File: config.mk
export PLATFORM = sky130hd
export DESIGN_NAME = tx_dma_fetch
export DESIGN_NICKNAME = d
export VERILOG_FILES = /design/src/rtl/tdf_pkg.sv /design/src/rtl/tdf_ptr.sv /design/src/rtl/tdf_tally.sv /design/src/rtl/tdf_ctrl.sv /design/src/rtl/tx_dma_fetch.sv
export SDC_FILE = /design/constraint.sdc
export NUM_CORES = 1
export LEC_CHECK = 0
export BUFFER_PORTS_ARGS = -buffer_cell sky130_fd_sc_hd__buf_2
export CAP_MARGIN = 20
export CORE_ASPECT_RATIO = 1.75
export CORE_UTILIZATION = 40
export DETAILED_ROUTE_END_ITERATION = 10
export GPL_TIMING_DRIVEN = 1
export SLEW_MARGIN = 0
export SYNTH_ARGS = -nofsm -noshare
export SYNTH_HDL_FRONTEND = slang
export SYNTH_SLANG_ARGS = --single-unit
File: constraint.sdc
create_clock -name clk -period 3.8 [get_ports clk]
set_input_delay 0.76 -clock clk [delete_from_list [all_inputs] [get_ports clk]]
set_output_delay 0.76 -clock clk [all_outputs]
set_load 0.01 [all_outputs]
File: src/rtl/tdf_pkg.sv
package tdf_pkg;
  typedef enum logic [1:0] {
    ST_IDLE  = 2'd0,
    ST_BURST = 2'd1,
    ST_HOLD  = 2'd2
  } tdf_state_e;
endpackage

File: src/rtl/tdf_ptr.sv
module tdf_ptr #(
  parameter int ADDR_W = 16,
  parameter int PAGE_W = 8,
  parameter int CNT_W  = 16
) (
  input  logic              clk,
  input  logic              rst_n,
  input  logic              load,
  input  logic              issue,
  input  logic [PAGE_W-1:0] page,
  input  logic [CNT_W-1:0]  count,
  output logic [ADDR_W-1:0] addr,
  output logic              iss_zero
);
  localparam int OFF_W = ADDR_W - PAGE_W;

  logic [ADDR_W-1:0] addr_q, addr_d;
  logic [CNT_W-1:0]  iss_q, iss_d;

  always_comb begin
    addr_d = addr_q;
    iss_d  = iss_q;
    if (load) begin
      addr_d = {page, {OFF_W{1'b0}}};
      iss_d  = count;
    end else if (issue) begin
      addr_d = addr_q + 1'b1;
      iss_d  = iss_q - 1'b1;
    end
  end

  always_ff @(posedge clk or negedge rst_n) begin
    if (!rst_n) begin
      addr_q <= '0;
      iss_q  <= '0;
    end else if (load || issue) begin
      addr_q <= addr_d;
      iss_q  <= iss_d;
    end
  end

  assign addr     = addr_q;
  assign iss_zero = (iss_q == '0);

  // consecutive reads walk upward one byte at a time
  p_addr_step_r2: assert property (@(posedge clk) disable iff (!rst_n)
    issue |=> (addr_q == $past(addr_q) + 1'b1));
endmodule

File: src/rtl/tdf_tally.sv
module tdf_tally #(
  parameter int CNT_W = 16
) (
  input  logic             clk,
  input  logic             rst_n,
  input  logic             load,
  input  logic [CNT_W-1:0] count,
  input  logic             wr,
  input  logic             empty_cmd,
  output logic [CNT_W-1:0] left,
  output logic             last_wr,
  output logic             done
);
  logic [CNT_W-1:0] left_q, left_d;
  logic             done_q, done_d;

  always_comb begin
    last_wr = wr && (left_q == CNT_W'(1));
    left_d  = left_q;
    if (load)    left_d = count;
    else if (wr) left_d = left_q - 1'b1;
    done_d = last_wr || empty_cmd;
  end

  always_ff @(posedge clk or negedge rst_n) begin
    if (!rst_n) begin
      left_q <= '0;
      done_q <= 1'b0;
    end else begin
      if (load || wr) left_q <= left_d;
      done_q <= done_d;
    end
  end

  assign left = left_q;
  assign done = done_q;

  // every FIFO write takes exactly one byte off the count
  p_left_step_r5: assert property (@(posedge clk) disable iff (!rst_n)
    wr |=> (left_q == $past(left_q) - 1'b1));
  // no write once the count is spent
  p_no_extra_wr_r5: assert property (@(posedge clk) disable iff (!rst_n)
    wr |-> (left_q != '0));
  // completion is reported only with nothing left
  p_done_empty_r6: assert property (@(posedge clk) disable iff (!rst_n)
    done_q |-> (left_q == '0));
  // done is a single-cycle pulse
  p_done_pulse_r6: assert property (@(posedge clk) disable iff (!rst_n)
    done_q |=> !done_q);
endmodule

File: src/rtl/tdf_ctrl.sv
module tdf_ctrl
  import tdf_pkg::*;
#(
  parameter int DEPTH = 16,
  parameter int LVL_W = 5
) (
  input  logic             clk,
  input  logic             rst_n,
  input  logic             cmd,
  input  logic             count_nz,
  input  logic             iss_zero,
  input  logic             last_wr,
  input  logic             inflight,
  input  logic [LVL_W-1:0] level,
  input  logic [LVL_W-1:0] threshold,
  input  logic             loopback,
  output logic             load,
  output logic             empty_cmd,
  output logic             issue,
  output logic             busy
);
  localparam logic [LVL_W-1:0] FULL_LIM = LVL_W'(DEPTH);
  localparam logic [LVL_W-1:0] HALF_LIM = LVL_W'(DEPTH / 2);

  tdf_state_e       st_q, st_d;
  logic [LVL_W-1:0] limit;
  logic [LVL_W:0]   fill_sum;
  logic             room;

  always_comb begin
    limit     = loopback ? HALF_LIM : FULL_LIM;
    fill_sum  = {1'b0, level} + (LVL_W+1)'(inflight);
    room      = fill_sum < {1'b0, limit};
    load      = (st_q == ST_IDLE) && cmd && count_nz;
    empty_cmd = (st_q == ST_IDLE) && cmd && !count_nz;
    issue     = (st_q == ST_BURST) && !iss_zero && room;
    st_d      = st_q;
    case (st_q)
      ST_IDLE:  if (load) st_d = ST_BURST;
      ST_BURST: begin
        if (last_wr)                st_d = ST_IDLE;
        else if (!iss_zero && !room) st_d = ST_HOLD;
      end
      ST_HOLD:  if (fill_sum < {1'b0, threshold}) st_d = ST_BURST;
      default:  st_d = ST_IDLE;
    endcase
  end

  always_ff @(posedge clk or negedge rst_n) begin
    if (!rst_n) st_q <= ST_IDLE;
    else        st_q <= st_d;
  end

  assign busy = (st_q != ST_IDLE);

  // nothing is fetched outside a transfer
  p_idle_quiet_r1: assert property (@(posedge clk) disable iff (!rst_n)
    !busy |-> !issue);
  // a hold is left only when occupancy has fallen below the threshold
  p_hold_exit_r4: assert property (@(posedge clk) disable iff (!rst_n)
    (st_q == ST_HOLD) |=> ((st_q == ST_HOLD) || ($past(fill_sum) < {1'b0, $past(threshold)})));
endmodule

File: src/rtl/tx_dma_fetch.sv
module tx_dma_fetch #(
  parameter  int FIFO_DEPTH = 16,
  parameter  int DATA_W     = 8,
  parameter  int PAGE_W     = 8,
  parameter  int ADDR_W     = 16,
  localparam int LVL_W      = $clog2(FIFO_DEPTH) + 1,
  localparam int CNT_W      = 2 * DATA_W
) (
  input  logic              clk,
  input  logic              rst_n,
  input  logic              cmd_xmit,
  input  logic [PAGE_W-1:0] cfg_start_page,
  input  logic [DATA_W-1:0] cfg_count_lo,
  input  logic [DATA_W-1:0] cfg_count_hi,
  input  logic [LVL_W-1:0]  cfg_threshold,
  input  logic              cfg_loopback,
  output logic              mem_rd_en,
  output logic [ADDR_W-1:0] mem_addr,
  input  logic [DATA_W-1:0] mem_rd_data,
  output logic              fifo_wr_en,
  output logic [DATA_W-1:0] fifo_wr_data,
  input  logic [LVL_W-1:0]  fifo_level,
  output logic              busy,
  output logic              done,
  output logic [CNT_W-1:0]  bytes_left
);
  logic [CNT_W-1:0] count;
  logic             load, empty_cmd, issue, iss_zero, last_wr;
  logic             rd_valid_q;

  assign count = {cfg_count_hi, cfg_count_lo};

  tdf_ctrl #(.DEPTH(FIFO_DEPTH), .LVL_W(LVL_W)) u_ctrl (
    .clk       (clk),
    .rst_n     (rst_n),
    .cmd       (cmd_xmit),
    .count_nz  (count != '0),
    .iss_zero  (iss_zero),
    .last_wr   (last_wr),
    .inflight  (rd_valid_q),
    .level     (fifo_level),
    .threshold (cfg_threshold),
    .loopback  (cfg_loopback),
    .load      (load),
    .empty_cmd (empty_cmd),
    .issue     (issue),
    .busy      (busy)
  );

  tdf_ptr #(.ADDR_W(ADDR_W), .PAGE_W(PAGE_W), .CNT_W(CNT_W)) u_ptr (
    .clk      (clk),
    .rst_n    (rst_n),
    .load     (load),
    .issue    (issue),
    .page     (cfg_start_page),
    .count    (count),
    .addr     (mem_addr),
    .iss_zero (iss_zero)
  );

  tdf_tally #(.CNT_W(CNT_W)) u_tally (
    .clk       (clk),
    .rst_n     (rst_n),
    .load      (load),
    .count     (count),
    .wr        (rd_valid_q),
    .empty_cmd (empty_cmd),
    .left      (bytes_left),
    .last_wr   (last_wr),
    .done      (done)
  );

  always_ff @(posedge clk or negedge rst_n) begin
    if (!rst_n) rd_valid_q <= 1'b0;
    else        rd_valid_q <= issue;
  end

  assign mem_rd_en    = issue;
  assign fifo_wr_en   = rd_valid_q;
  assign fifo_wr_data = mem_rd_data;

  // a FIFO write always answers the read of the previous cycle
  p_wr_follows_rd_r2: assert property (@(posedge clk) disable iff (!rst_n)
    fifo_wr_en |-> $past(mem_rd_en));
  // a write never lands in a FIFO already at its fill limit
  p_no_overflow_r3: assert property (@(posedge clk) disable iff (!rst_n)
    fifo_wr_en |-> (fifo_level < (cfg_loopback ? LVL_W'(FIFO_DEPTH / 2) : LVL_W'(FIFO_DEPTH))));
  // a command during a transfer does not reload the count
  p_busy_cmd_ignored_r9: assert property (@(posedge clk) disable iff (!rst_n)
    (busy && cmd_xmit && !fifo_wr_en) |=> (bytes_left == $past(bytes_left)));
endmodule

==> results.sh <==
export IMPL_cts_clk_slew_worst_paths_ns=0.07
export IMPL_final_area_um2=3680
export IMPL_run_status="finished, final reports clean"
export IMPL_post_layout_nonfiller_instances=496
export IMPL_tritoncts_num_buffers=5
export IMPL_average_wire_length_per_cell_after_detail_routing_um=16.7
export IMPL_tritoncts_clock_tree="built"
export IMPL_worstPathMaxFanout=3
export IMPL_ys_async_sr_fraction=1.00
export IMPL_place_area_um2=3530
export IMPL_synthMostInstantiatedCell="dfrtp_1"
export IMPL_setup_worst_path_end_class="output pin"
export IMPL_synthToLayoutAreaGrowth_pct=19.3
export IMPL_yosys_area_top_type="dfrtp_1"
export IMPL_max_cap_violations=0
export IMPL_setup_tns_final_ns=0
export IMPL_drt_pass1_iter_count=4
export IMPL_worst_pin_slew_ns=0.556
export IMPL_grt_pass1_wl_mm=13.4
export IMPL_dpl_hpwl_mm=6.31
export IMPL_design_power_total_mw=2.58
export IMPL_final_hold_violation_count=0
export IMPL_grt_start_max_net_pins=37
export IMPL_post_cts_hold_buffer_count=0
export IMPL_yosys_top_cells_area="dfrtp_1, xnor2_1, ha_1"
export IMPL_synthCells=339
export IMPL_synth_enable_flop_cells=0
export IMPL_yosys_register_bits=52
export IMPL_critPathRequiredTime_ns=3.04
export IMPL_die_x_um=68.4
export IMPL_synthesis_area_um2=3090
export IMPL_report_final_slew_viol_count=0
export IMPL_clock_path_buffers=2
export IMPL_io_pins=90
export IMPL_setup_slack_ns=0.274
export IMPL_slew_limit_headroom=0.629
export IMPL_min_period_ns=3.53
export IMPL_yosys_most_used_dff="dfrtp_1"
export IMPL_floorplan_core_area_um2=7510
export IMPL_synth_top_cell_area_share=0.422
export IMPL_floorplan_die_area_um2=8080
export IMPL_die_y_um=118
export IMPL_grt_antenna_before_repair=0
export IMPL_drt_total_wl_mm=8.27
export IMPL_ys_warn_count=0
export IMPL_irDropWorstVdd_uv=270
export IMPL_finalNetCount=466
export IMPL_cts_repair_timing_setup_buffer_count=0
export IMPL_fin_util=0.490
export IMPL_final_period_utilization=0.928
export IMPL_effective_utilization_at_floorplan=0.411
export IMPL_clk_latency_ns=0.29
export IMPL_netlist_cell_type_count=52
export IMPL_synth_seq_area_share=0.422
export IMPL_achievable_frequency_ghz=0.284
export IMPL_drt_iter0_markers=143
export IMPL_timing_final_setup_violations=0
export IMPL_leakage_nw=1.61
export IMPL_vias_per_cell=5.57
export IMPL_rows=42
export IMPL_drt_antenna_violating_nets=0
export IMPL_hold_ws_ns=0.446
export IMPL_io_buffer_count=73
export IMPL_worst_clock_skew_ns=0.00673
export IMPL_tritoncts_num_sinks=52
export IMPL_place_congestion=0.885
export IMPL_grtUsageTotal=0.224
export IMPL_cts_resized_gates=0
export IMPL_p_per_area_nw_per_um2=701
export IMPL_critical_path_source_type="input port"
export IMPL_grt_pass1_vias=2813
export IMPL_cts_max_level=2
export IMPL_root_buffer="clkbuf_16"
export IMPL_place_detailed_instances=489
export IMPL_synth_commonest_cells="dfrtp_1, nand2_1, nor2_1, nand3_1, xnor2_1"
export IMPL_vias=2765
export IMPL_dpl_ws_ns=0.253
export IMPL_insertedDiodeCount=0
export IMPL_synth_nets=397
export IMPL_crit_type="in2out"
export IMPL_grt_ovfl_total=0
export IMPL_rsz0062_at_grt="false"
export IMPL_post_synth_cell_area_avg_um2=9.10
export IMPL_critPathArrivalTime_ns=2.77
export IMPL_post_route_cells_drive_above_1_share=0.250
export IMPL_post_route_drc_count=0
export IMPL_worst_hold_path_type="in2async"
final cells by class:
cell class | count | area [um2]
Clock buffer | 7 | 153
Fill cell | 748 | 3830
Inverter | 14 | 52.6
Multi-Input combinational cell | 252 | 1620
Sequential cell | 52 | 1300
Tap cell | 88 | 110
Timing Repair Buffer | 83 | 440
cells in the final DEF (no fill, tap or decap), drive strengths merged, types with 12 or more instances in the layout:
cell type,count
xnor2,19
a21oi,14
inv,14
nor2,24
buf,83
o21ai,21
nand2,39
dfrtp,52
nand3,19
nor4,16
ha,12
final timing paths:
path | endpoint | slack [ns] | from | cells past startpoint
min | u_tally.left[7] | 0.45 | rst_n | 1
max in group asynchronous | u_ctrl.st_q[0] | 2.54 | rst_n | 2
max reg2reg | u_ptr.iss_q[8] | 0.73 | fifo_wr_en | 10
min reg2reg | u_ptr.iss_q[15] | 0.51 | u_ptr.iss_q[15] | 1
max | mem_rd_en | 0.27 | fifo_level[0] | 11
min in group clk | u_ptr.iss_q[15] | 0.51 | u_ptr.iss_q[15] | 1
layer usage:
layer  up-vias  routed length [um]  global-route usage
met4         0                 181              0.0794
met1      1311                3230               0.254
met5         -                   0                   0
li1       1362                   -                   -
met2        83                4490               0.402
met3         9                 364              0.0347
state kept, by name, summed over array words and instances (netlist names):
name	count
fifo_wr_en	1
u_tally.left	16
u_ctrl.st_q	2
u_ptr.addr	16
u_tally.done	1
u_ptr.iss_q	16
critical path, stage by stage:
cell and delay, ns:
buf_2 0.10, ha_1 0.19, ha_1 0.20, nand3_1 0.10
xnor2_1 0.15, ha_1 0.30, mux2_2 0.30, a221oi_2 0.33
nand2_1 0.11, inv_1 0.09, buf_2 0.13
cells by family (layout without fill, tap and decap cells):
| kind of cell | count (synthesis) | count (layout) | synth area share |
|---|---|---|---|
| mux | 3 | 3 | 0.0101 |
| simple gates | 140 | 140 | 0.235 |
| xor+xnor | 27 | 27 | 0.0766 |
| buf+inv | 35 | 104 | 0.0531 |
| fa+ha+maj | 12 | 12 | 0.0487 |
| compound gates | 70 | 70 | 0.155 |
| flops | 52 | 52 | 0.422 |
report_power, final:
| group | internal, mW | total, mW | switching, mW |
|---|---|---|---|
| logic | 0.463 | 1.06 | 0.598 |
| registers | 0.784 | 1.04 | 0.257 |
| clock network | 0.277 | 0.476 | 0.199 |
| total | 1.52 | 2.58 | 1.05 |
Note: power is estimated with default switching activity, not from simulation.
